==> src/rtl/clksw_pkg.sv <==
package clksw_pkg;
  localparam logic [1:0] SRC_INT = 2'b00;
  localparam logic [1:0] SRC_EXT = 2'b01;
  localparam logic [1:0] SRC_PLL = 2'b10;
  localparam logic [1:0] SRC_BAD = 2'b11;

  // lanes of the input synchronizer
  localparam int LANE_INT  = 0;
  localparam int LANE_EXT  = 1;
  localparam int LANE_PLL  = 2;
  localparam int LANE_FAIL = 3;
  localparam int NUM_LANES = 4;
endpackage

==> src/rtl/clksw_sync.sv <==
module clksw_sync #(
  parameter int WIDTH  = 4,
  parameter int STAGES = 2
) (
  input  logic             clk,
  input  logic             rst,
  input  logic [WIDTH-1:0] d,
  output logic [WIDTH-1:0] q
);
  localparam int TOP = STAGES - 1;

  generate
    for (genvar g = 0; g < WIDTH; g++) begin : g_lane
      logic [STAGES-1:0] chain;
      always_ff @(posedge clk) begin
        if (rst) chain <= '0;
        else     chain <= {chain[TOP-1:0], d[g]};
      end
      assign q[g] = chain[TOP];
    end
  endgenerate
endmodule

==> src/rtl/clksw_osc_ctrl.sv <==
module clksw_osc_ctrl
  import clksw_pkg::*;
#(
  parameter int              FACT_W     = 16,
  parameter logic [FACT_W-1:0] FACT_RESET = '0
) (
  input  logic              clk,
  input  logic              rst,
  input  logic              int_wr,
  input  logic              int_wdata,
  input  logic              ext_wr,
  input  logic              ext_wdata,
  input  logic              pll_wr,
  input  logic              pll_wdata,
  input  logic              fd_wr,
  input  logic              fd_wdata,
  input  logic              fact_wr,
  input  logic [FACT_W-1:0] fact_wdata,
  input  logic [1:0]        src,
  input  logic              lp_req,
  input  logic              force_int,
  output logic              int_on,
  output logic              ext_on,
  output logic              pll_on,
  output logic              fd_on,
  output logic [FACT_W-1:0] fact,
  output logic              ext_in_use
);
  logic int_in_use, pll_in_use;

  always_comb begin
    int_in_use = (src == SRC_INT);
    pll_in_use = (src == SRC_PLL);
    ext_in_use = (src == SRC_EXT) || (pll_in_use && fact[0]);
  end

  always_ff @(posedge clk) begin
    if (rst) begin
      int_on <= 1'b1;
      ext_on <= 1'b0;
      pll_on <= 1'b0;
      fd_on  <= 1'b0;
      fact   <= FACT_RESET;
    end else begin
      // internal oscillator: refuse turning off the active source
      if (int_wr && (int_wdata || !int_in_use)) int_on <= int_wdata;
      if (force_int || lp_req) int_on <= 1'b1;

      // external oscillator: any write drops failure detection
      if (ext_wr) begin
        fd_on <= 1'b0;
        if (ext_wdata || !ext_in_use) ext_on <= ext_wdata;
      end else if (fd_wr) begin
        fd_on <= fd_wdata;
      end

      if (pll_wr && (pll_wdata || !pll_in_use)) pll_on <= pll_wdata;

      // factor field frozen while the PLL runs
      if (fact_wr && !pll_on) fact <= fact_wdata;

      if (lp_req) begin
        ext_on <= 1'b0;
        pll_on <= 1'b0;
      end
    end
  end
endmodule

==> src/rtl/clksw_sel_fsm.sv <==
module clksw_sel_fsm
  import clksw_pkg::*;
(
  input  logic       clk,
  input  logic       rst,
  input  logic       sel_wr,
  input  logic [1:0] sel_wdata,
  input  logic       int_ok,
  input  logic       ext_ok,
  input  logic       pll_ok,
  input  logic       fail_det,
  input  logic       lp_req,
  input  logic       fail_clr,
  input  logic       ie_wr,
  input  logic       ie_wdata,
  output logic [1:0] src,
  output logic [1:0] pend,
  output logic       fail_flag,
  output logic       irq
);
  typedef enum logic [1:0] {ST_STEADY, ST_WAIT, ST_FORCED} state_e;
  state_e state;
  logic   ie_on;
  logic   tgt_ok;

  always_comb begin
    unique case (pend)
      SRC_INT: tgt_ok = int_ok;
      SRC_EXT: tgt_ok = ext_ok;
      SRC_PLL: tgt_ok = pll_ok;
      default: tgt_ok = 1'b0;
    endcase
  end

  always_ff @(posedge clk) begin
    if (rst) begin
      state     <= ST_STEADY;
      src       <= SRC_INT;
      pend      <= SRC_INT;
      fail_flag <= 1'b0;
      ie_on     <= 1'b0;
      irq       <= 1'b0;
    end else begin
      if (sel_wr && sel_wdata != SRC_BAD) pend <= sel_wdata;

      unique case (state)
        ST_STEADY: if (pend != src) state <= ST_WAIT;
        ST_WAIT: begin
          if (pend == src) state <= ST_STEADY;
          else if (tgt_ok) begin
            src   <= pend;
            state <= ST_STEADY;
          end
        end
        ST_FORCED: if (!lp_req) state <= ST_STEADY;
        default: state <= ST_STEADY;
      endcase

      if (fail_det || lp_req) begin
        src   <= SRC_INT;
        pend  <= SRC_INT;
        state <= ST_FORCED;
      end

      if (fail_clr) fail_flag <= 1'b0;
      if (fail_det) fail_flag <= 1'b1;
      if (ie_wr) ie_on <= ie_wdata;
      irq <= fail_flag && ie_on;
    end
  end
endmodule

==> src/rtl/clksw_ctrl.sv <==
module clksw_ctrl
  import clksw_pkg::*;
#(
  parameter int FACT_W      = 16,
  parameter int SYNC_STAGES = 2
) (
  input  logic              clk,
  input  logic              rst,
  input  logic              int_wr,
  input  logic              int_wdata,
  input  logic              ext_wr,
  input  logic              ext_wdata,
  input  logic              pll_wr,
  input  logic              pll_wdata,
  input  logic              fd_wr,
  input  logic              fd_wdata,
  input  logic              fact_wr,
  input  logic [FACT_W-1:0] fact_wdata,
  input  logic              sel_wr,
  input  logic [1:0]        sel_wdata,
  input  logic              ie_wr,
  input  logic              ie_wdata,
  input  logic              fail_clr,
  input  logic              lp_req,
  input  logic              int_rdy_a,
  input  logic              ext_rdy_a,
  input  logic              pll_lock_a,
  input  logic              ext_fail_a,
  output logic              int_en,
  output logic              ext_en,
  output logic              pll_en,
  output logic              fd_en,
  output logic [FACT_W-1:0] pll_fact,
  output logic [1:0]        src_sel,
  output logic [1:0]        pend_sel,
  output logic              int_rdy,
  output logic              ext_rdy,
  output logic              pll_rdy,
  output logic              fail_flag,
  output logic              irq
);
  logic [NUM_LANES-1:0] raw_in, synced;
  logic ext_in_use, fail_det;

  always_comb begin
    raw_in            = '0;
    raw_in[LANE_INT]  = int_rdy_a;
    raw_in[LANE_EXT]  = ext_rdy_a;
    raw_in[LANE_PLL]  = pll_lock_a;
    raw_in[LANE_FAIL] = ext_fail_a;
  end

  clksw_sync #(.WIDTH(NUM_LANES), .STAGES(SYNC_STAGES)) i_sync (
    .clk(clk), .rst(rst), .d(raw_in), .q(synced)
  );

  assign int_rdy  = synced[LANE_INT];
  assign ext_rdy  = synced[LANE_EXT];
  assign pll_rdy  = synced[LANE_PLL];
  assign fail_det = fd_en && synced[LANE_FAIL] && ext_in_use;

  clksw_osc_ctrl #(.FACT_W(FACT_W)) i_osc (
    .clk(clk), .rst(rst),
    .int_wr(int_wr), .int_wdata(int_wdata),
    .ext_wr(ext_wr), .ext_wdata(ext_wdata),
    .pll_wr(pll_wr), .pll_wdata(pll_wdata),
    .fd_wr(fd_wr), .fd_wdata(fd_wdata),
    .fact_wr(fact_wr), .fact_wdata(fact_wdata),
    .src(src_sel), .lp_req(lp_req), .force_int(fail_det),
    .int_on(int_en), .ext_on(ext_en), .pll_on(pll_en),
    .fd_on(fd_en), .fact(pll_fact), .ext_in_use(ext_in_use)
  );

  clksw_sel_fsm i_sel (
    .clk(clk), .rst(rst),
    .sel_wr(sel_wr), .sel_wdata(sel_wdata),
    .int_ok(int_en && int_rdy), .ext_ok(ext_en && ext_rdy),
    .pll_ok(pll_en && pll_rdy),
    .fail_det(fail_det), .lp_req(lp_req), .fail_clr(fail_clr),
    .ie_wr(ie_wr), .ie_wdata(ie_wdata),
    .src(src_sel), .pend(pend_sel), .fail_flag(fail_flag), .irq(irq)
  );
endmodule

==> config.mk <==
export PLATFORM = sky130hd
export DESIGN_NAME = clksw_ctrl
export DESIGN_NICKNAME = d
export VERILOG_FILES = /design/src/rtl/clksw_pkg.sv /design/src/rtl/clksw_sync.sv /design/src/rtl/clksw_osc_ctrl.sv /design/src/rtl/clksw_sel_fsm.sv /design/src/rtl/clksw_ctrl.sv
export SDC_FILE = /design/constraint.sdc
export NUM_CORES = 1
export LEC_CHECK = 0
export BUFFER_PORTS_ARGS = -buffer_cell sky130_fd_sc_hd__buf_2
export CORE_MARGIN = 10
export CORE_UTILIZATION = 45
export CTS_CLUSTER_SIZE = 30
export DETAILED_ROUTE_END_ITERATION = 16
export GPL_ROUTABILITY_DRIVEN = 0
export PLACE_DENSITY = 0.76
export SYNTH_ARGS = -nofsm -noshare
export SYNTH_HDL_FRONTEND = slang
export SYNTH_SLANG_ARGS = --single-unit
==> constraint.sdc <==
create_clock -name clk -period 1.5 [get_ports clk]
set_input_delay 0.45 -clock clk [delete_from_list [all_inputs] [get_ports clk]]
set_output_delay 0.45 -clock clk [all_outputs]
set_load 0.01 [all_outputs]
== After elaboration in Yosys (flattened, before gate mapping) ==
Index checks and enable logic that the tools add are counted.
Storage, ports and cells
  input bits: 38
  logic and storage cells: 72
  register bits: 37
  output and inout bits: 29
Operators by class
  bitwise logic cells: 1
  multiplexer cells: 9
  equal/unequal tests: 15
  reductions and logical operators: 31
Operators with widths (number)
  1-bit logical AND: 11
  2-bit two-way mux: 5
  3-bit AND reduction: 3
  2-bit by 1-bit == test with 1-bit output, second input constant: 3
  2-bit == test, second input constant: 3
  2-bit logical NOT: 3
  2-bit one-hot mux with 3 select lines: 1
  2-bit OR reduction: 3
  1-bit logical OR: 5
  1-bit logical NOT: 4
  2-bit != test, second input constant: 2
  4-bit by 2-bit != test with 1-bit output, second input constant: 1
  3-bit by 1-bit != test with 1-bit output, second input constant: 1
  3-bit by 2-bit != test with 1-bit output, second input constant: 1
  3-bit != test, second input constant: 1
  1-bit one-hot mux with 3 select lines: 1
  2-bit == test: 1
  1-bit two-way mux: 2
  2-bit by 1-bit != test with 1-bit output, second input constant: 1
  2-bit != test: 1
  2-bit AND reduction: 1
  2-bit nonzero test: 1
  1-bit inverter: 1

== Longest topological paths before layout ==
Gate-level depths: netlist of run 1.
  depth after elaboration: 7
  depth in mapped cells: 5
  depth with buffers taken out: 4

== By module ==
Synthesis of run 1 repeated with hierarchy kept, for this count alone.
Unflattened totals
  cells, all modules: 160
  area, all modules: 1490.2 µm²
By module, submodules not included
  clksw_osc_ctrl: sequential area each 400.4 µm², area an instance 850.8 µm², times used 1, cells each 94
  clksw_sel_fsm: sequential area each 180.2 µm², area an instance 374.1 µm², times used 1, cells each 42
  clksw_sync: sequential area each 160.2 µm², area an instance 240.2 µm², times used 1, cells each 20
  clksw_ctrl: sequential area each 0.0 µm², area an instance 25.0 µm², times used 1, cells each 4

== Least setup slack after synthesis of run 1 ==
OpenSTA, ideal clock, no wires.
  path kind: register to register
  from: register i_sel.src[1]
  to: register i_sel.src[0]
  setup time: 126 ps
  setup slack: 303 ps
  buffers on the path: 0
  data required time: 1374 ps
  clock period less this slack: 1197 ps
  arrival: 1071 ps
  cell stages (with the launch flop): 5
  cell sequence: dfxtp_1 nand4b_1 o211ai_4 a211o_1 o31ai_1
On the way
  word-level cells in the longest chain between the ends: 6
  elaborated cells between the ends (all ways): 10
  those cells by class: 3 x eq/ne; 1 x bitwise; 6 x reduce/logical
RTL lines
  from (decl): RTL line clksw_sel_fsm.sv:16  | output logic [1:0] src,
  from (signal assigned): RTL line clksw_sel_fsm.sv:51  | src <= pend;
  2-bit == test: RTL line clksw_osc_ctrl.sv:33  | pll_in_use = (src == SRC_PLL);
  1-bit logical AND: RTL line clksw_osc_ctrl.sv:34  | ext_in_use = (src == SRC_EXT) || (pll_in_use && fact[0]);
  1-bit logical OR: RTL line clksw_osc_ctrl.sv:34
  1-bit logical AND: RTL line clksw_ctrl.sv:60  | assign fail_det = fd_en && synced[LANE_FAIL] && ext_in_use;
  1-bit logical OR: RTL line clksw_sel_fsm.sv:59  | if (fail_det || lp_req) begin
  2-bit OR reduction (no line)
Several ways; a longest one is shown, not always the timed one.
A chain may end at the register's enable or synchronous reset.

== Final worst setup path of run 1 ==
  from: register i_sel.pend[1]
  to: output port pend_sel[1]
RTL lines
  from (decl): RTL line clksw_sel_fsm.sv:17  | output logic [1:0] pend,
  from (signal assigned): RTL line clksw_sel_fsm.sv:44  | if (sel_wr && sel_wdata != SRC_BAD) pend <= sel_wdata;
  to (decl): RTL line clksw_ctrl.sv:35  | output logic [1:0] pend_sel,
No word-level cell between the ends.

==> metrics.md, run 1 <==
| Metric | Value |
|---|---|
| Status | completed |
| Power Total | 1.755 mW |
| Post-synthesis sequential area ratio | 0.5372 |
| Wire per inst | 13.79 um |
| CTS root buffer | clkbuf_4 |
| Post-synth top area cell | dfxtp_1 |
| Site Rows | 20 |
| CP Capture Type | primary output |
| CTS Buffer Depth | 2 |
| Setup violations, final | 0 |
| Kind of critical path | register to primary output |
| R2R Path Start | i_sel.src[0]$_SDFFE_PP0P_ |
| CTS sink cnt | 37 |
| Share of layout cells above drive strength 1 | 0.3833 |
| Actual slew at the worst max-slew pin | 0.2911 ns |
| F_max | 0.7221 GHz |
| CP arrival | 0.93 ns |
| Netlist Area Pre-Place | 1379 um^2 |
| Inserted Clock Buffers | 5 |
| RR Endpoint | i_sel.src[1]$_SDFFE_PP0P_ |
| RSZ-0062 raised after global routing | no |
| Final Skew | 0.01529 ns |
| Worst Hold End | i_sel.pend[1]$_SDFFE_PP0P_ |
| Starting Density | 0.4592 |
| Non-filler instance count after layout | 260 |
| Vias per cell | 4.865 |
| Post-Syn Instances | 155 |
| Worst vdd ir | 0.0005341 V |
| Slowest cell on the critical path | dfxtp_2 |
| Leakage | 0.8340 nW |
| # diodes | 0 |
| Synthesized net count | 193 |
| CP Max Fanout | 7 |
| Avg Inst Size Synth | 8.896 um^2 |
| Reg2reg path depth | 4 |
| Largest net degree at the start of global routing | 31 |
| Vias post-DR | 1265 |
| Hold Startpoint | sel_wr |
| Hold-fix buffers at CTS | 0 |
| CTS tree | done |
| Fin. max-slew vios | 0 |
| First-pass GRT wire length | 5651 um |
| Die Ht | 75.36 um |
| YS warnings | 0 |
| Grt ovf | 0 |
| Cell variety after synth | 28 |
| Critical path buffers and inverters | 1 |
| R2R setup slack | 0.26 ns |
| HPWL Detailed | 2861 um |
| Setup TNS | 0 ns |
| Slowest stage delay, CP | 0.43 ns |
| Initial antenna violation count | 0 |
| Routed wire length | 3586 um |
| CP Launch Type | register |
| DRT iter0 DRCs | 28 |
| Die X | 75.36 um |
| Cell Pwr Density | 967.8 nW/um^2 |
| Placed cell count | 252 |
| Htree depth | 2 |
| Core Footprint | 3003 um^2 |
| Top cell type's share of synthesized area | 0.5372 |
| P&R area growth vs syn | 31.49% |
| DR pass1 iterations | 4 |
| I/O pin cnt | 67 |
| Critical-path cell list | buf_2 |
| Hold WC Path Type | primary input to register |
| Hold path cells | 2 |
| Drc violations | 0 |
| Period utilization | 0.9232 |
| # nets final | 264 |
| Final antenna-violating net count | 0 |
| Reg clk slew, reported paths | 0.12 ns |
| Hold violation total from the final report | 0 |
| Total GRT Usage | 0.1295 |
| Final Util | 0.6038 |
| CP delay by family, top | flip-flops |
| Yosys reg bits | 37 |
| Die ar. | 5678 um^2 |
| Vias in the first global route | 1247 |
| Insertion delay to the later sink of the worst-skew pair | 0.34 ns |
| Max_slew headroom | 0.8050 |
| Critical Path RT | 1.05 ns |
| Max_cap viols | 0 |
| Dominant cells by area after synthesis | dfxtp_1 54%, nand2_1 9.8%, a21oi_1 7.3% |
| PortBufs | 66 |
| Minimum clock period | 1.385 ns |
[logic make-up after synthesis]
logic type / synth area share
buffers and inverters: 0.04447
AND/OR/NAND/NOR: 0.2178
multiplexers: 0.01452
AO/OA/AOI/OAI: 0.1733
XOR/XNOR: 0.01271
flip-flops: 0.5372
[placed cells by master, fill, tap and decap left out, types with 5 or more instances in the layout]
cell | synthesis | layout
a21oi_1 | 20 | 20
buf_2 | 2 | 66
buf_4 | 0 | 5
clkbuf_4 | 0 | 5
dfxtp_1 | 37 | 33
inv_1 | 8 | 8
nand2_1 | 36 | 36
nor2b_1 | 10 | 10
[sequential cells by signal, summed over array words and instances, names as in the netlist, 2 cells and up]
register / cells
i_sel.src: 2
i_sel.state: 2
i_sel.pend: 2
i_sync.g_lane.chain: 8
i_osc.fact: 16
[what timing repair did]
item / in CTS / in global routing
resized for setup: 1 / 3
setup buffers: 0 / 0
setup endpoints to repair: 1 / 3
[final cells by class]
class	instances	area, um^2
Clock buffer	6	41.29
Clock inverter	2	10.01
Fill cell	287	1190
Inverter	8	30.03
Multi-Input combinational cell	103	576.8
Sequential cell	37	745.7
Tap cell	33	41.29
Timing Repair Buffer	71	367.9
[cell usage after synthesis]
cell type  count
a2111oi_2      1
a211o_1        2
a211oi_1       1
a21boi_0       1
a21oi_1       20
a21oi_2        1
a221o_1        1
a22oi_1        1
and3_4         1
buf_2          2
clkbuf_1       3
clkbuf_2       2
dfxtp_1       37
inv_1          8
mux2i_1        2
nand2_1       36
nand2b_1       3
nand3_1        2
nand3b_1       2
nand4b_1       2
nor2_1         4
nor2b_1       10
nor3_1         3
o211ai_4       1
o21ai_0        4
o21ai_2        1
o31ai_1        2
xnor2_1        2
[per-layer routing]
| layer | global-route usage | wire length (um) | vias to the layer above |
|---|---|---|---|
| met5 | 0 | 0 | - |
| met3 | 0.06510 | 283 | 2 |
| li1 | - | - | 662 |
| met1 | 0.1359 | 1416 | 569 |
| met2 | 0.2229 | 1877 | 32 |
| met4 | 0.03711 | 9 | 0 |
[stage by stage]
step	hold slack (ns)	instance area, um^2	worst slack (ns)
floorplan	0.4081	1379	0.3033
global placement	0.4166	1757	0.1271
detailed placement	0.4245	1757	0.08782
CTS	0.2810	1809	0.01889
global route	0.2841	1813	0.05930
finish	0.2960	1813	0.1152
[how the worst max path moves through the flow]
| stage | startpoint | end | slack, ns | cells past startpoint |
|---|---|---|---|---|
| floorplan | i_sel.src[1]$_SDFFE_PP0P_ | i_sel.src[0]$_SDFFE_PP0P_ | 0.30 | 4 |
| global placement | lp_req | i_osc.int_on$_SDFFE_PP1P_ | 0.13 | 4 |
| detailed placement | lp_req | i_sel.state[0]$_SDFFE_PP0P_ | 0.09 | 4 |
| CTS | i_sel.src[1]$_SDFFE_PP0P_ | src_sel[1] | 0.02 | 1 |
| global route | i_osc.fd_on$_SDFFE_PP0P_ | fd_en | 0.06 | 1 |
| finish | i_sel.pend[1]$_SDFFE_PP0P_ | pend_sel[1] | 0.12 | 1 |
[where the power goes]
part | switching (mW) | total (mW) | internal [mW]
combinational | 0.108 | 0.209 | 0.101
clock | 0.319 | 0.498 | 0.179
sequential | 0.0232 | 1.05 | 1.02
total | 0.451 | 1.75 | 1.30
No activity file was read; power rests on OpenSTA's default activity.
==> run 2: changes to the inputs <==
--- a/config.mk
+++ b/config.mk
@@ -5,6 +5,7 @@
 export SDC_FILE = /design/constraint.sdc
 export NUM_CORES = 1
 export LEC_CHECK = 0
+export ABC_AREA = 1
 export BUFFER_PORTS_ARGS = -buffer_cell sky130_fd_sc_hd__buf_2
 export CORE_MARGIN = 10
 export CORE_UTILIZATION = 45
==> metrics.md, run 2 <==
| Metric | Value |
|---|---|
| Cell Pwr Density | 983.0 nW/um^2 |
| Commonest non-fill, non-tap cell in the layout | buf_2 |
| Hold WC Path Type | primary input to register |
| Netlist Area Pre-Place | 1390 um^2 |
| Int Pwr | 1.308 mW |
| I/O pin cnt | 67 |
| Dpl ws | -0.06489 ns |
| Cell variety after synth | 22 |
| Leading cell types by count after synthesis | 50 x nor2_1, 37 x dfxtp_1, 24 x nand2_1 |
| Leakage | 0.9733 nW |
| Combinational cell fraction of total power | 0.124 |
| RSZ-0062 raised after global routing | no |
| Sw frac | 0.2695 |
| HPWL Detailed | 2810 um |
| WP depth | 1 |
| Minimum clock period | 1.440 ns |
| CTS tree | done |
| CTS sink cnt | 37 |
| Routed wire length | 3529 um |
| Share of layout cells above drive strength 1 | 0.3463 |
| First-pass GRT wire length | 5568 um |
| Area after DPL | 1759 um^2 |
| Most frequent cells in the layout | 66 x buf_2, 50 x nor2_1, 35 x dfxtp_1 |
| # diodes | 0 |
| Setup TNS | 0 ns |
| Dominant cells by area after synthesis | dfxtp_1 53%, nor2_1 14%, o21ai_0 7.2% |
| F_max | 0.6944 GHz |
| Die ar. | 5712 um^2 |
| Status | completed |
| CP Launch Type | register |
| Grt ovf | 0 |
| CTS root buffer | clkbuf_4 |
| Yosys reg bits | 37 |
| Max_cap viols | 0 |
| Actual slew at the worst max-slew pin | 0.3250 ns |
| Period utilization | 0.9600 |
| Initial antenna violation count | 0 |
| Ys flop type | dfxtp_1 |
| Core Footprint | 3003 um^2 |
| Hold violation total from the final report | 0 |
| Most flops, register | i_osc.fact |
| Insertion delay to the later sink of the worst-skew pair | 0.35 ns |
| Critical-path cell list | buf_2 |
| Largest registers | i_osc.fact x16, i_sync.g_lane.chain x8 |
| Fin. max-slew vios | 0 |
| Post-synth top area cell | dfxtp_1 |
| Vias in the first global route | 1313 |
| Critical path buffers and inverters | 1 |
| Post-Syn Instances | 185 |
| Final antenna-violating net count | 0 |
| Slowest stage delay, CP | 0.46 ns |
| Setup violations, final | 0 |
| P&R area growth vs syn | 31.05% |
| Max_slew headroom | 0.7828 |
| CP arrival | 0.99 ns |
| Post-synthesis sequential area ratio | 0.5329 |
| Post-synth ARST share | 0 |
| PortBufs | 66 |
| Vias post-DR | 1337 |
| Fin worst setup slack | 0.05999 ns |
| Inserted Clock Buffers | 5 |
| DRT iter0 DRCs | 61 |
| Critical Path RT | 1.05 ns |
| Htree depth | 2 |
| Die X | 75.58 um |
| Synthesized net count | 223 |
| WHS | 0.2879 ns |
| YS warnings | 0 |
| Total GRT Usage | 0.1289 |
| P_sw | 0.4826 mW |
| Vias per cell | 4.610 |
| Hold-fix buffers at CTS | 0 |
| EDFF count, synth | 0 |
| Die Ht | 75.58 um |
| CTS Buffer Depth | 2 |
| Wire per inst | 12.17 um |
| Drc violations | 0 |
| Largest register FFs | 16 |
| Starting Density | 0.4629 |
| DR pass1 iterations | 4 |
| Kind of critical path | register to primary output |
| Final instance area | 1822 um^2 |
| Count leader, synth | nor2_1 |
| Reg2reg path depth | 4 |
| Top cell type's share of synthesized area | 0.5329 |
| Largest net degree at the start of global routing | 18 |
| Avg Inst Size Synth | 7.514 um^2 |
| Site Rows | 20 |
| CP delay by family, top | flip-flops |
| Reg clk slew, reported paths | 0.11 ns |
| # nets final | 294 |
| Register share of total power | 0.590 |
| Clk pwr share | 0.287 |
| Final Util | 0.6067 |
| Worst vdd ir | 0.0006843 V |
| Slowest cell on the critical path | dfxtp_1 |
| Final Skew | 0.008462 ns |
| Hold path cells | 3 |
| CP Max Fanout | 4 |
| CP Capture Type | primary output |
## run 2: changes by cell type after synthesis, sizes merged, moves of 3 or more
| cell | previous run | this run |
|---|---|---|
| inv | 8 | 26 |
| nor2b | 10 | 0 |
| nand2 | 36 | 26 |
| nand2b | 3 | 0 |
| o21ai | 5 | 22 |
| clkbuf | 5 | 2 |
| nor2 | 4 | 51 |
| a21oi | 21 | 8 |
## run 2: area by class of cell
type                    instances  area [um^2]
repair buffers                 68        345.3
clock inverters                 3        17.52
fillers                       300         1181
multi-input cells             118        539.3
inverters                      26        97.59
flip-flops and latches         37        743.2
clock buffers                   5        37.54
well taps                      33        41.29
## run 2: worst min-delay path, stage by stage
cell and delay [ns]:
buf_2 0.09, inv_1 0.04, nor2_1 0.03
## run 2: kinds of logic (layout without fill, tap and decap cells)
group                  Yosys count  count (layout)  synth area share
and+or+nand+nor                 84              84            0.2403
DFF                             37              37            0.5329
AOI/OAI and AO/OA               33              33            0.1368
buffers and inverters           30             102           0.08282
muxes                            1               1          0.007201
## run 2: per-stage QoR
| step | std cells | total power, mW |
|---|---|---|
| global placement | 282 | 1.296 |
| detailed placement | 282 | 1.303 |
| CTS | 290 | 1.807 |
| floorplan | 185 | 1.187 |
| global route | 290 | 1.876 |
| finish | 290 | 1.791 |
## run 2: worst paths after layout
| check | from | to | slack, ns |
|---|---|---|---|
| setup / recovery | i_osc.pll_on$_SDFFE_PP0P_ | pll_en | 0.06 |
| hold / removal | int_rdy_a | i_sync.g_lane[0].chain[0]$_SDFF_PP0_ | 0.29 |
| setup reg to reg | i_osc.pll_on$_SDFFE_PP0P_ | i_osc.fact[9]$_SDFFE_PP0P_ | 0.32 |
| hold reg to reg | i_sync.g_lane[3].chain[0]$_SDFF_PP0_ | i_sync.g_lane[3].chain[1]$_SDFF_PP0_ | 0.41 |
## run 2: per-layer routing
layer | track usage | vias up | part of all wire
li1 | - | 717 | -
met1 | 0.1402 | 572 | 0.42
met2 | 0.1983 | 38 | 0.46
met3 | 0.05599 | 10 | 0.090
met4 | 0.08866 | 0 | 0.028
met5 | 0 | - | 0
## run 2: power by group through the flow
stage / clock (mW) / combinational, mW / sequential, mW
final: 0.513 / 0.221 / 1.06
after global routing: 0.560 / 0.252 / 1.06
after CTS: 0.526 / 0.225 / 1.06
after detailed placement: 0 / 0.224 / 1.08
after global placement: 0 / 0.219 / 1.08
after floorplan: 0 / 0.0916 / 1.10
## run 2: timing repair
action                     in CTS  in global routing
hold endpoints to repair        0                  0
setup endpoints to repair       0                  7
gates resized for setup         0                  3
setup buffers                   0                  0
